<file path="config.mk">
export PLATFORM = sky130hd
export DESIGN_NAME = lvl_irq_ctrl
export DESIGN_NICKNAME = d
export VERILOG_FILES = /design/src/rtl/lvl_irq_pkg.sv /design/src/rtl/irq_pend_track.sv /design/src/rtl/irq_ctl_reg.sv /design/src/rtl/irq_lvl_map.sv /design/src/rtl/lvl_irq_ctrl.sv
export SDC_FILE = /design/constraint.sdc
export NUM_CORES = 1
export LEC_CHECK = 0
export CAP_MARGIN = 15
export CORE_MARGIN = 2
export CORE_UTILIZATION = 37
export CTS_CLUSTER_DIAMETER = 40
export CTS_CLUSTER_SIZE = 24
export DETAILED_ROUTE_END_ITERATION = 7
export HOLD_SLACK_MARGIN = 0.1
export PLACE_DENSITY = 0.84
export SYNTH_ARGS = -nofsm -noshare
export SYNTH_HDL_FRONTEND = slang
export SYNTH_SLANG_ARGS = --single-unit
</file>
<file path="constraint.sdc">
create_clock -name clk_i -period 1.7 [get_ports clk_i]
set_clock_uncertainty 0.2 [all_clocks]
set_input_delay 0.34 -clock clk_i [delete_from_list [all_inputs] [get_ports clk_i]]
set_output_delay 0.34 -clock clk_i [all_outputs]
set_load 0.02 [all_outputs]
</file>
<file path="src/rtl/lvl_irq_pkg.sv">
package lvl_irq_pkg;
   localparam int unsigned REQ_N   = 8;
   localparam int unsigned LVL_W   = 4;
   localparam int unsigned LVL_N   = 16;
   localparam int unsigned CTL_W   = 8;
   localparam int unsigned BUS_W   = 32;
   localparam int unsigned EN_BIT  = 0;
   localparam logic [CTL_W-1:0] CTL_RST  = 8'h01;
   localparam logic [CTL_W-1:0] WR_KEEP  = 8'hBF;
   // request bit g uses nibble g; level 0 marks an inert input
   localparam logic [REQ_N*LVL_W-1:0] DEF_MAP =
      {4'd14, 4'd0, 4'd10, 4'd8, 4'd6, 4'd4, 4'd1, 4'd0};
endpackage

</file>
<file path="src/rtl/irq_pend_track.sv">
module irq_pend_track #(
   parameter int unsigned REQ_N = lvl_irq_pkg::REQ_N,
   parameter int unsigned LVL_W = lvl_irq_pkg::LVL_W,
   parameter logic [REQ_N*LVL_W-1:0] MAP = lvl_irq_pkg::DEF_MAP
) (
   input  logic [REQ_N-1:0] req_i,
   output logic [REQ_N-1:0] pend_o
);
   for (genvar g = 0; g < REQ_N; g++) begin : g_bit
      localparam logic [LVL_W-1:0] LV = MAP[g*LVL_W +: LVL_W];
      if (LV == '0) begin : g_inert
         assign pend_o[g] = 1'b0;
      end else begin : g_live
         assign pend_o[g] = req_i[g];
      end
   end
endmodule

</file>
<file path="src/rtl/irq_ctl_reg.sv">
module irq_ctl_reg #(
   parameter int unsigned CTL_W = lvl_irq_pkg::CTL_W,
   parameter int unsigned BUS_W = lvl_irq_pkg::BUS_W,
   parameter logic [CTL_W-1:0] RST_VAL = lvl_irq_pkg::CTL_RST,
   parameter logic [CTL_W-1:0] KEEP    = lvl_irq_pkg::WR_KEEP
) (
   input  logic             clk_i,
   input  logic             rst_ni,
   input  logic             wr_en_i,
   input  logic [CTL_W-1:0] wr_data_i,
   input  logic             rd_en_i,
   output logic [BUS_W-1:0] rd_data_o,
   output logic [CTL_W-1:0] ctl_q_o,
   output logic [CTL_W-1:0] ctl_d_o
);
   localparam int unsigned PAD_W = BUS_W - CTL_W;

   if (BUS_W < CTL_W) begin : g_bad_bus
      $error("irq_ctl_reg: bus narrower than control register");
   end

   logic [CTL_W-1:0] ctl_q;
   logic [BUS_W-1:0] rd_q;

   always_comb begin
      ctl_d_o = ctl_q;
      if (wr_en_i) ctl_d_o = wr_data_i & KEEP;
   end

   always_ff @(posedge clk_i or negedge rst_ni) begin
      if (!rst_ni) ctl_q <= RST_VAL;
      else         ctl_q <= ctl_d_o;
   end

   always_ff @(posedge clk_i or negedge rst_ni) begin
      if (!rst_ni)      rd_q <= '0;
      else if (rd_en_i) rd_q <= {{PAD_W{1'b0}}, ctl_q};
   end

   assign ctl_q_o   = ctl_q;
   assign rd_data_o = rd_q;


   locked_bits_zero_chk: assert property (@(posedge clk_i) disable iff (!rst_ni)
      (ctl_q & ~KEEP) == '0);

   wr_store_chk: assert property (@(posedge clk_i) disable iff (!rst_ni)
      wr_en_i |=> ctl_q[0] == $past(wr_data_i[0]));

   rd_upper_zero_chk: assert property (@(posedge clk_i) disable iff (!rst_ni)
      rd_en_i |=> rd_data_o[BUS_W-1:CTL_W] == '0);
endmodule

</file>
<file path="src/rtl/irq_lvl_map.sv">
module irq_lvl_map #(
   parameter int unsigned REQ_N = lvl_irq_pkg::REQ_N,
   parameter int unsigned LVL_W = lvl_irq_pkg::LVL_W,
   parameter int unsigned LVL_N = lvl_irq_pkg::LVL_N,
   parameter logic [REQ_N*LVL_W-1:0] MAP = lvl_irq_pkg::DEF_MAP
) (
   input  logic             clk_i,
   input  logic             rst_ni,
   input  logic [REQ_N-1:0] pend_i,
   input  logic             en_i,
   output logic [LVL_N-1:0] pil_o
);
   function automatic logic [LVL_N-1:0] used_levels();
      logic [LVL_N-1:0] u = '0;
      for (int k = 0; k < REQ_N; k++) begin
         if (MAP[k*LVL_W +: LVL_W] != '0) u[MAP[k*LVL_W +: LVL_W]] = 1'b1;
      end
      return u;
   endfunction

   localparam logic [LVL_N-1:0] USED = used_levels();

   if (LVL_N != (1 << LVL_W)) begin : g_bad_lvl
      $error("irq_lvl_map: level count must be 2**LVL_W");
   end

   logic [LVL_N-1:0] part [REQ_N];
   logic [LVL_N-1:0] pil_d;
   logic [LVL_N-1:0] pil_q;

   for (genvar g = 0; g < REQ_N; g++) begin : g_req
      localparam logic [LVL_W-1:0] LV = MAP[g*LVL_W +: LVL_W];
      if (LV == '0) begin : g_inert
         assign part[g] = '0;
      end else begin : g_live
         assign part[g] = pend_i[g] ? (LVL_N'(1) << LV) : '0;
      end
   end

   always_comb begin
      pil_d = '0;
      for (int k = 0; k < REQ_N; k++) pil_d = pil_d | part[k];
      if (!en_i) pil_d = '0;
   end

   always_ff @(posedge clk_i or negedge rst_ni) begin
      if (!rst_ni) pil_q <= '0;
      else         pil_q <= pil_d;
   end

   assign pil_o = pil_q;


   level_zero_low_chk: assert property (@(posedge clk_i) disable iff (!rst_ni)
      pil_q[0] == 1'b0);

   unmapped_low_chk: assert property (@(posedge clk_i) disable iff (!rst_ni)
      (pil_q & ~USED) == '0);
endmodule

</file>
<file path="src/rtl/lvl_irq_ctrl.sv">
module lvl_irq_ctrl #(
   parameter int unsigned REQ_N = lvl_irq_pkg::REQ_N,
   parameter int unsigned LVL_W = lvl_irq_pkg::LVL_W,
   parameter int unsigned LVL_N = lvl_irq_pkg::LVL_N,
   parameter int unsigned CTL_W = lvl_irq_pkg::CTL_W,
   parameter int unsigned BUS_W = lvl_irq_pkg::BUS_W,
   parameter int unsigned EN_BIT = lvl_irq_pkg::EN_BIT,
   parameter logic [REQ_N*LVL_W-1:0] MAP = lvl_irq_pkg::DEF_MAP
) (
   input  logic             clk_i,
   input  logic             rst_ni,
   input  logic [REQ_N-1:0] req_i,
   input  logic             wr_en_i,
   input  logic [CTL_W-1:0] wr_data_i,
   input  logic             rd_en_i,
   output logic [BUS_W-1:0] rd_data_o,
   output logic [LVL_N-1:0] pil_o
);
   if (EN_BIT >= CTL_W) begin : g_bad_en
      $error("lvl_irq_ctrl: enable bit outside control register");
   end

   logic [REQ_N-1:0] pend;
   logic [CTL_W-1:0] ctl_q;
   logic [CTL_W-1:0] ctl_d;

   irq_pend_track #(.REQ_N(REQ_N), .LVL_W(LVL_W), .MAP(MAP)) u_track (
      .req_i  (req_i),
      .pend_o (pend)
   );

   irq_ctl_reg #(.CTL_W(CTL_W), .BUS_W(BUS_W)) u_ctl (
      .clk_i     (clk_i),
      .rst_ni    (rst_ni),
      .wr_en_i   (wr_en_i),
      .wr_data_i (wr_data_i),
      .rd_en_i   (rd_en_i),
      .rd_data_o (rd_data_o),
      .ctl_q_o   (ctl_q),
      .ctl_d_o   (ctl_d)
   );

   irq_lvl_map #(.REQ_N(REQ_N), .LVL_W(LVL_W), .LVL_N(LVL_N), .MAP(MAP)) u_map (
      .clk_i  (clk_i),
      .rst_ni (rst_ni),
      .pend_i (pend),
      .en_i   (ctl_d[EN_BIT]),
      .pil_o  (pil_o)
   );


   disabled_quiet_chk: assert property (@(posedge clk_i) disable iff (!rst_ni)
      (!ctl_q[EN_BIT] && !wr_en_i) |=> pil_o == '0);

   idle_req_quiet_chk: assert property (@(posedge clk_i) disable iff (!rst_ni)
      (pend == '0) |=> pil_o == '0);

   pil_hold_chk: assert property (@(posedge clk_i) disable iff (!rst_ni)
      ($stable(req_i) && !wr_en_i && !$past(wr_en_i) && $past(rst_ni)) |=> $stable(pil_o));
endmodule

</file>
## After elaboration in Yosys (flattened, before gate mapping)

Cells that the tools add are included.

| storage, ports and cells | value |
|---|---|
| register bits after elaboration | 30 |
| input bits | 20 |
| output and inout bits | 48 |
| word-level logic and storage cells | 17 |

| operators by class | value |
|---|---|
| muxes and demuxes | 8 |
| bitwise logic cells | 5 |

Operator list:

| kind | number |
|---|---|
| bitwise OR 16 bit | 5 |
| 2-to-1 mux 16 bit | 1 |
| 2-to-1 mux 15 bit | 1 |
| 2-to-1 mux 11 bit | 1 |
| 2-to-1 mux 9 bit | 1 |
| 2-to-1 mux 7 bit | 1 |
| 2-to-1 mux 5 bit | 1 |
| 2-to-1 mux 2 bit | 1 |
| 2-to-1 mux 1 bit | 1 |

## Depth between registers and ports, before layout

Gate-level depths: netlist (run 1).

| depth | value |
|---|---|
| depth in word-level cells | 7 |
| mapped depth | 3 |
| depth with buffers taken out | 2 |

## Cells and area by module

From an unflattened synthesis (run 1), not the netlist that was laid out.

| second synthesis, totals | value |
|---|---|
| cells, all modules | 91 |
| area total of the unflattened synthesis | 1169.9 um2 |

By module, submodules not included:

| module | times used | cells an instance | area an instance (um2) |
|---|---|---|---|
| irq_ctl_reg | 1 | 59 | 839.6 |
| irq_lvl_map | 1 | 23 | 266.5 |
| irq_pend_track | 1 | 9 | 63.8 |

## Worst setup path after synthesis (run 1)

OpenSTA, ideal clock, no wires.

| timing path | value |
|---|---|
| path kind | input to register |
| from | in wr_en_i |
| to | reg u_map.pil_q[10], in the netlist u_map.pil_o[10] |
| library setup time | 0.127 ns |
| arrival time | 0.825 ns |
| required time | 1.373 ns |
| setup slack | 0.548 ns |
| stages on the path | 3 |
| buffers on the path | 1 |
| path through | buf_4 mux2i_4 nor2b_1 |

| on the way | value |
|---|---|
| cells in the longest elaborated chain, start to end | 2 |

Ends and longest elaborated chain:

| element | line | source |
|---|---|---|
| start: declaration | lvl_irq_ctrl.sv:13 | `input logic wr_en_i,` |
| 2-to-1 mux 1 bit | irq_ctl_reg.sv:27 | `if (wr_en_i) ctl_d_o = wr_data_i & KEEP;` |
| 2-to-1 mux 16 bit | irq_lvl_map.sv:43 | `if (!en_i) pil_d = '0;` |
| named net u_map.pil_d[10] | irq_lvl_map.sv:28 | `logic [LVL_N-1:0] pil_d;` |
| end signal: assignment | irq_lvl_map.sv:48 | `else pil_q <= pil_d;` |
| end: declaration | irq_lvl_map.sv:29 | `logic [LVL_N-1:0] pil_q;` |

The timed path passes the listed nets, and every way through them passes these cells.
A chain may end at the register's enable or synchronous reset.

## Worst setup path after layout (run 1)

| timing path | value |
|---|---|
| from | reg u_ctl.rd_q[1], in the netlist u_ctl.rd_data_o[1] |
| to | out rd_data_o[1] |

RTL lines:

| element | line | source |
|---|---|---|
| start: declaration | irq_ctl_reg.sv:23 | `logic [BUS_W-1:0] rd_q;` |
| start signal: assignment | irq_ctl_reg.sv:37 | `else if (rd_en_i) rd_q <= {{PAD_W{1'b0}}, ctl_q};` |
| end: declaration | lvl_irq_ctrl.sv:16 | `output logic [BUS_W-1:0] rd_data_o,` |

No word-level cell between the ends.

==> results of run 1 <==
## cell type report
cell class,count,area share
Clock buffer,4,0.0216
Inverter,1,0.00309
Multi-Input combinational cell,55,0.278
Sequential cell,20,0.413
Tap cell,30,0.0309
Timing Repair Buffer,32,0.254
## synthesized netlist by cell type
cell	number
inv_1	1
nor2b_1	6
buf_4	36
dfstp_2	1
mux2i_4	1
buf_2	1
conb_1	1
dfrtp_1	19
mux2_2	13
## stage by stage
step / util / TNS (ps)
4_1_cts: 0.486 / 0
5_1_grt: 0.486 / 0
6_report: 0.486 / 0
3_3_place_gp: 0.482 / 0
2_1_floorplan: - / 0
3_5_place_dp: 0.482 / -106
## report_power, final
group          leakage (nW)  switching, mW  internal, mW
clock                0.0150          0.133        0.0911
combinational         0.348          0.166         0.115
sequential            0.240         0.0219         0.529
total                 0.603          0.320         0.735
## registers in the layout, summed over array words and instances (netlist names)
register	count
u_map.pil_o	6
u_ctl.rd_data_o	7
u_ctl.ctl_q_o	7
## worst min path at each step
stage	end	cells after the start	startpoint	slack [ps]
after detailed placement	u_ctl.ctl_q_o[3]	1	u_ctl.ctl_q_o[3]	290
final	u_ctl.rd_data_o[3]	2	rst_ni	180
after floorplan	u_ctl.ctl_q_o[1]	0	rst_ni	-160
after CTS	u_ctl.rd_data_o[3]	2	rst_ni	180
after global routing	u_ctl.rd_data_o[3]	2	rst_ni	190
after global placement	u_ctl.rd_data_o[7]	1	u_ctl.ctl_q_o[7]	280
## cell families after synthesis
kind of cell,Yosys count,share of synthesized area
buffers and inverters,38,0.282
AND/OR/NAND/NOR,6,0.0379
flip-flops,20,0.506
multiplexers,14,0.170
other,1,0.00378
## routing by layer
| layer | track usage | routed length (µm) | vias up |
|---|---|---|---|
| met3 | 0.0372 | 162 | 0 |
| met4 | 0.0418 | 0 | 0 |
| li1 | - | - | 244 |
| met2 | 0.155 | 777 | 35 |
| met5 | 0 | 0 | - |
| met1 | 0.102 | 521 | 265 |
## what timing repair did
action                                  4_1_cts  5_1_grt
hold buffers                                  0        0
gates resized for setup                      13        0
endpoints found under the setup margin       13        0
endpoints found under the hold margin         0        0
==> results.py, run 1 <==
metrics = {
    "detailed_routing": {
        "vias": 544,
        "drtIter0Drc": 2,
        "drt-pass1-iter-count": 2,
        "vias_per_cell": 3.83,
        "detail_route.wl_per_cell_um": 10.3,
        "wl_um": 1460,
        "drc": 0,
        "antenna_left": 0,
    },
    "setup_path": {
        "cp_top_family": "flip-flops",
        "crit_path_start": "u_ctl.rd_data_o[1]",
        "path_cells": "dlygate4sd2_1",
        "cp-end-kind": "output pin",
        "rr_startpoint": "u_ctl.ctl_q_o[0]",
        "cp.arrival_ps": 1000,
        "start_kind": "register",
        "cpPeakStageDelay_ps": 390,
        "cp.depth": 1,
        "cp_num_buf_inv": 1,
        "r2r_slack_ps": 650,
        "reg2reg_depth": 2,
        "r2r_end": "u_map.pil_o[6]",
        "cp_data_required_time_ps": 1160,
        "cp_max_fo": 2,
        "endpoint": "rd_data_o[1]",
        "crit_slowest_cell": "dfrtp_1",
        "crit_type": "register to output pin",
    },
    "synthesis": {
        "yosysWarnings": 0,
        "synth_cell_types": 9,
        "synth_area_leaders": "dfrtp_1 48%, buf_4 27%, mux2_2 15%",
        "synthCells": 79,
        "synth_seq_cells": 20,
        "synth_area_per_cell_um2": 12.5,
        "synth_top_area_share": 0.480,
        "synthesis.area_um2": 991,
        "yosys.area.top_type": "dfrtp_1",
        "yosysSeqAreaShare": 0.506,
    },
    "placed_design": {
        "dp.cells": 138,
        "dp_slack_ps": -31.3,
        "gp_congestion": 0.720,
        "placed_area_um2": 1210,
        "dp_hpwl_um": 1170,
        "io_buffers": 29,
    },
    "global_route": {
        "grt-ovfl-total": 0,
        "grt_usage": 0.0922,
        "grt_pass1_vias": 518,
        "grt_max_degree": 21,
        "antenna_found_initial": 0,
        "grt_pass1_wl_um": 2240,
    },
    "job": {
        "drv_cap": 0,
    },
    "clock_tree": {
        "cts_buffer_depth": 2,
        "post_cts_buffers": 0,
        "htree_levels": 1,
        "worstSkewPairLatency_ps": 290,
        "numCtsBuffers": 3,
        "clock-sinks": 20,
        "cts_tree": "yes",
        "root_buffer": "clkbuf_4",
        "clk_pin_slew_ps": 100,
    },
    "cells_and_area": {
        "antenna_cells": 0,
        "layoutNonFillerInstCount": 142,
        "seq_area_um2": 502,
        "nNetsFinal": 133,
        "multi_input_area_um2": 338,
        "syn_to_final_growth_pct": 22.7,
        "mostFrequentLayoutCell": "conb_1",
        "drive_above_1_share": 0.188,
        "num-fill-cells": 233,
        "final_cell_mix": "35 x conb_1, 19 x dfrtp_1, 16 x clkdlybuf4s50_1",
        "stdcell_area_um2": 1220,
    },
    "floorplanning": {
        "die_area_um2": 3110,
        "start_util": 0.396,
        "die_w_um": 55.8,
        "coreArea_um2": 2500,
        "io_pins": 68,
        "fp.dieH_um": 55.8,
        "rows": 18,
    },
    "sta": {
        "fin_crit_sh": 0.907,
        "clock.fmax_mhz": 648,
        "rsz0062_at_grt": "false",
        "hold_slack_ps": 177,
        "worst_slack_ps": 158,
        "finalCriticalPeriod_ps": 1540,
        "setup_viol": 0,
        "slew_violations": 0,
        "hold_viol": 0,
    },
    "worst_hold_path": {
        "hold_path_class": "primary input to async pin",
    },
    "outcome": {
        "run_status": "completed",
    },
    "power": {
        "powerDensity_nw_per_um2": 868,
        "total_power_mw": 1.06,
        "leakage_nw": 0.603,
        "vdd_drop_max_v": 0.000449,
    },
}
No activity file was read; power rests on OpenSTA's default activity.
==> run 2: changes to the inputs <==
--- a/config.mk
+++ b/config.mk
@@ -7,7 +7,7 @@
 export LEC_CHECK = 0
 export CAP_MARGIN = 15
 export CORE_MARGIN = 2
-export CORE_UTILIZATION = 37
+export CORE_UTILIZATION = 40
 export CTS_CLUSTER_DIAMETER = 40
 export CTS_CLUSTER_SIZE = 24
 export DETAILED_ROUTE_END_ITERATION = 7
@@ -15,4 +15,5 @@
 export PLACE_DENSITY = 0.84
 export SYNTH_ARGS = -nofsm -noshare
 export SYNTH_HDL_FRONTEND = slang
+export SYNTH_HIERARCHICAL = 1
 export SYNTH_SLANG_ARGS = --single-unit
==> run 2 against run 1 <==
Against the previous run:
- maximum frequency down 0.59%
- highest routed layer unchanged
- total power up 7.5%
- final cell count up 2.8%
- via count up 2.2%
- sequential share of layout area up 0.19 points
==> results.py, run 2 <==
metrics = {
    "outcome": {
        "run_status": "completed",
    },
    "setup_path": {
        "path_cells": "dlygate4sd2_1",
        "start_kind": "register",
        "cp.arrival_ps": 1010,
        "cp_data_required_time_ps": 1160,
        "cp_top_family": "flip-flops",
        "r2r_end": "u_map/pil_o[6]",
        "reg2reg_depth": 2,
        "cp_num_buf_inv": 1,
        "crit_path_start": "u_ctl/rd_data_o[7]",
        "cp-end-kind": "output pin",
        "cpPeakStageDelay_ps": 400,
        "cp_max_fo": 2,
        "crit_slowest_cell": "dfrtp_1",
        "rr_startpoint": "u_ctl/ctl_q_o[0]",
        "r2r_slack_ps": 550,
        "endpoint": "rd_data_o[7]",
        "cp.depth": 1,
        "crit_type": "register to output pin",
    },
    "cells_and_area": {
        "multi_input_area_um2": 397,
        "antenna_cells": 0,
        "stdcell_area_um2": 1330,
        "mostFrequentLayoutCell": "conb_1",
        "num-fill-cells": 242,
        "layoutNonFillerInstCount": 146,
        "final_util": 0.487,
        "seq_area_um2": 552,
        "nNetsFinal": 136,
        "final_cell_mix": "34 x conb_1, 21 x dfrtp_1, 16 x clkdlybuf4s50_1",
        "syn_to_final_growth_pct": 15.7,
        "drive_above_1_share": 0.191,
    },
    "floorplanning": {
        "die_w_um": 57.6,
        "coreArea_um2": 2730,
        "rows": 19,
        "fp.dieH_um": 57.6,
        "start_util": 0.421,
        "die_area_um2": 3320,
        "io_pins": 68,
    },
    "clock_tree": {
        "cts_tree": "yes",
        "worstSkewPairLatency_ps": 290,
        "root_buffer": "clkbuf_4",
        "post_cts_buffers": 0,
        "clock-sinks": 22,
        "numCtsBuffers": 3,
        "cts_buffer_depth": 2,
        "clk_pin_slew_ps": 110,
        "htree_levels": 1,
    },
    "global_route": {
        "grt_pass1_wl_um": 2790,
        "grtUsageMet2": 0.179,
        "grt_max_degree": 23,
        "grt_usage": 0.109,
        "use_met3": 0.0268,
        "grt_pass1_vias": 545,
        "met1_usage": 0.145,
        "busiest_layer": "met2",
        "grt-ovfl-total": 0,
        "antenna_found_initial": 0,
    },
    "placed_design": {
        "placed_area_um2": 1320,
        "dp_hpwl_um": 1330,
        "dp.cells": 142,
        "io_buffers": 30,
        "gp_congestion": 0.757,
    },
    "sta": {
        "slew_violations": 0,
        "finalCriticalPeriod_ps": 1550,
        "hold_slack_ps": 187,
        "fin_setup_tns_ps": 0,
        "fin_crit_sh": 0.913,
        "setup_viol": 0,
        "hold_viol": 0,
        "rsz0062_at_grt": "false",
        "clock.fmax_mhz": 645,
    },
    "detailed_routing": {
        "wl_um": 1670,
        "drt-pass1-iter-count": 3,
        "detail_route.wl_per_cell_um": 11.4,
        "vias": 556,
        "drc": 0,
        "vias_per_cell": 3.81,
        "drtIter0Drc": 27,
        "antenna_left": 0,
    },
    "power": {
        "vdd_drop_max_v": 0.000538,
        "leakage_nw": 0.702,
        "powerDensity_nw_per_um2": 852,
    },
    "synthesis": {
        "synthCells": 88,
        "synthesis.area_um2": 1150,
        "yosysWarnings": 6,
        "synth_area_per_cell_um2": 13.1,
    },
    "job": {
        "drv_cap": 0,
    },
    "worst_hold_path": {
        "hold_path_class": "primary input to async pin",
    },
}
## run 2: changes by cell type in the layout (fill, tap and decap cells not counted), moves of 2 or more
cell / delta
mux2_2: -13
nor2b_1: -5
and2_1: +6
mux2_4: +15
dfrtp_1: +2
## run 2: how the worst min path moves through the flow
stage | end | depth (start not counted) | slack [ps]
final | u_ctl/ctl_q_o[3] | 2 | 190
after global routing | u_ctl/ctl_q_o[3] | 2 | 190
after CTS | u_ctl/rd_data_o[2] | 2 | 190
after detailed placement | u_ctl/rd_data_o[6] | 1 | 290
after global placement | u_ctl/rd_data_o[6] | 1 | 280
after floorplan | u_ctl/ctl_q_o[1] | 0 | -160
## run 2: what timing repair did
action,in CTS,in global routing
gates resized for setup,14,0
hold endpoints to repair,0,0
setup endpoints to repair,14,0
hold buffers,0,0
## run 2: routing by layer
metal  wire, µm  up-vias
met5          0        -
met4          0        0
met3        176        0
met2        824       37
met1        669      262
li1           -      257
## run 2: cell type report
class / count / area share
tap: 31 / 0.0291
clock buffer: 4 / 0.0197
multi-input combinational: 56 / 0.298
sequential: 22 / 0.414
timing repair buffer: 33 / 0.239
## run 2: power by group
part           leakage (nW)  switching (mW)  internal [mW]
Combinational         0.419           0.169          0.138
Clock                0.0150           0.136         0.0911
Sequential            0.268          0.0246          0.577
Total                 0.702           0.329          0.806
## run 2: metrics by stage
step | setup slack, ps | power (mW)
after floorplan | 450 | 0.877
after global placement | 16.2 | 0.939
after detailed placement | -3.90 | 0.947
after CTS | 130 | 1.15
after global routing | 89.8 | 1.21
final | 149 | 1.13
==> run 3: changes to the inputs <==
--- a/config.mk
+++ b/config.mk
@@ -6,9 +6,7 @@
 export NUM_CORES = 1
 export LEC_CHECK = 0
 export CAP_MARGIN = 15
-export CORE_MARGIN = 2
 export CORE_UTILIZATION = 40
-export CTS_CLUSTER_DIAMETER = 40
 export CTS_CLUSTER_SIZE = 24
 export DETAILED_ROUTE_END_ITERATION = 7
 export HOLD_SLACK_MARGIN = 0.1
==> run 3 against run 2 <==
Against the previous run:
- routed wire length fell by 2.5%
- clock power rose by 69%
- final cell count rose by 1.4%
- critical path depth did not move
- sequential share of layout area fell by 0.88 points
- first-iteration DRC count fell by 74%
- largest power group unchanged
- highest routed layer unchanged
==> results.py, run 3 (synthesized netlist as in run 2, its figures left out) <==
metrics = {
    "sta": {
        "rsz0062_at_grt": "false",
        "fin_setup_tns_ps": 0,
        "setup_viol": 0,
        "hold_viol": 0,
        "fin_crit_sh": 0.924,
        "worst_slack_ps": 129,
        "slew_violations": 0,
        "finalCriticalPeriod_ps": 1570,
        "hold_slack_ps": 169,
        "clock.fmax_mhz": 636,
    },
    "power": {
        "leakage_nw": 0.720,
        "total_power_mw": 1.29,
        "vdd_drop_max_v": 0.000568,
        "powerDensity_nw_per_um2": 948,
    },
    "setup_path": {
        "cp.arrival_ps": 1030,
        "r2r_end": "u_map/pil_o[6]",
        "cp_top_family": "flip-flops",
        "reg2reg_depth": 2,
        "cp-end-kind": "output pin",
        "crit_type": "register to output pin",
        "start_kind": "register",
        "cp_num_buf_inv": 1,
        "cp_max_fo": 2,
        "rr_startpoint": "u_ctl/ctl_q_o[0]",
        "cp_data_required_time_ps": 1160,
        "path_cells": "dlygate4sd2_1",
        "crit_slowest_cell": "dfrtp_1",
        "cpPeakStageDelay_ps": 410,
        "r2r_slack_ps": 560,
    },
    "floorplanning": {
        "io_pins": 68,
        "start_util": 0.421,
        "rows": 19,
        "fp.dieH_um": 55.6,
        "die_w_um": 55.6,
        "die_area_um2": 3100,
        "coreArea_um2": 2730,
    },
    "cells_and_area": {
        "final_cell_mix": "34 x conb_1, 21 x dfrtp_1, 16 x clkdlybuf4s50_1",
        "syn_to_final_growth_pct": 18.2,
        "antenna_cells": 0,
        "drive_above_1_share": 0.214,
        "num-fill-cells": 261,
        "mostFrequentLayoutCell": "conb_1",
        "nNetsFinal": 138,
        "final_util": 0.497,
    },
    "global_route": {
        "grt_pass1_wl_um": 2660,
        "grt_max_degree": 23,
        "grt_usage": 0.112,
        "antenna_found_initial": 0,
        "grt-ovfl-total": 0,
        "grt_pass1_vias": 583,
    },
    "detailed_routing": {
        "drtIter0Drc": 7,
        "vias_per_cell": 3.84,
        "drt-pass1-iter-count": 4,
        "vias": 569,
        "wl_um": 1630,
        "wl_met3_um": 152,
        "route.met2.wl_um": 848,
        "top_layer_used": "met3",
        "detail_route.wl_per_cell_um": 11.0,
        "antenna_left": 0,
        "drc": 0,
        "wl_met1_um": 628,
    },
    "worst_hold_path": {
        "hold_path_class": "primary input to async pin",
    },
    "placed_design": {
        "dp_slack_ps": -27.1,
        "io_buffers": 30,
        "dp_hpwl_um": 1280,
        "gp_congestion": 0.726,
    },
    "clock_tree": {
        "clock-sinks": 22,
        "htree_levels": 1,
        "worstSkewPairLatency_ps": 300,
        "numCtsBuffers": 3,
        "post_cts_buffers": 0,
        "root_buffer": "clkbuf_4",
        "cts_tree": "yes",
        "cts_buffer_depth": 2,
        "clk_pin_slew_ps": 120,
    },
    "outcome": {
        "run_status": "completed",
    },
    "job": {
        "drv_cap": 0,
    },
}
run 3: how the worst max path moves through the flow:
stage / startpoint / endpoint / slack (ps) / cells after the start
finish: u_ctl/rd_data_o[5] / rd_data_o[5] / 130 / 1
global route: u_ctl/rd_data_o[4] / rd_data_o[4] / 70 / 1
CTS: u_ctl/rd_data_o[5] / rd_data_o[5] / 100 / 1
detailed placement: wr_en_i / u_ctl/ctl_q_o[1] / -30 / 3
global placement: wr_en_i / u_map/pil_o[6] / -20 / 3
floorplan: wr_en_i / u_map/pil_o[6] / 450 / 3
run 3: routing by layer:
metal  vias up  track usage
met1       273        0.128
met5         -            0
met2        35        0.194
li1        261            -
met3         0       0.0419
met4         0       0.0321
run 3: metrics by stage:
step / cells / area [µm²]
floorplan: 120 / 1270
global placement: 144 / 1330
detailed placement: 144 / 1330
CTS: 148 / 1360
global route: 148 / 1360
finish: 148 / 1360
run 3: report_power, final:
| group | internal [mW] | total [mW] | switching, mW |
|---|---|---|---|
| clock | 0.238 | 0.383 | 0.145 |
| combinational | 0.138 | 0.305 | 0.167 |
| sequential | 0.577 | 0.602 | 0.0249 |
| total | 0.953 | 1.29 | 0.337 |
run 3: final cells by class:
class / count / area (µm²) / area share
Timing Repair Buffer: 35 / 320 / 0.236
Multi-Input combinational cell: 56 / 397 / 0.292
Clock buffer: 3 / 22.5 / 0.0166
Tap cell: 31 / 38.8 / 0.0285
Clock inverter: 1 / 30.0 / 0.0221
Sequential cell: 22 / 552 / 0.406
run 3: what timing repair did:
item                       in CTS  in global routing
setup endpoints to repair      14                  0
hold buffers                    0                  0
resized for setup              14                  0
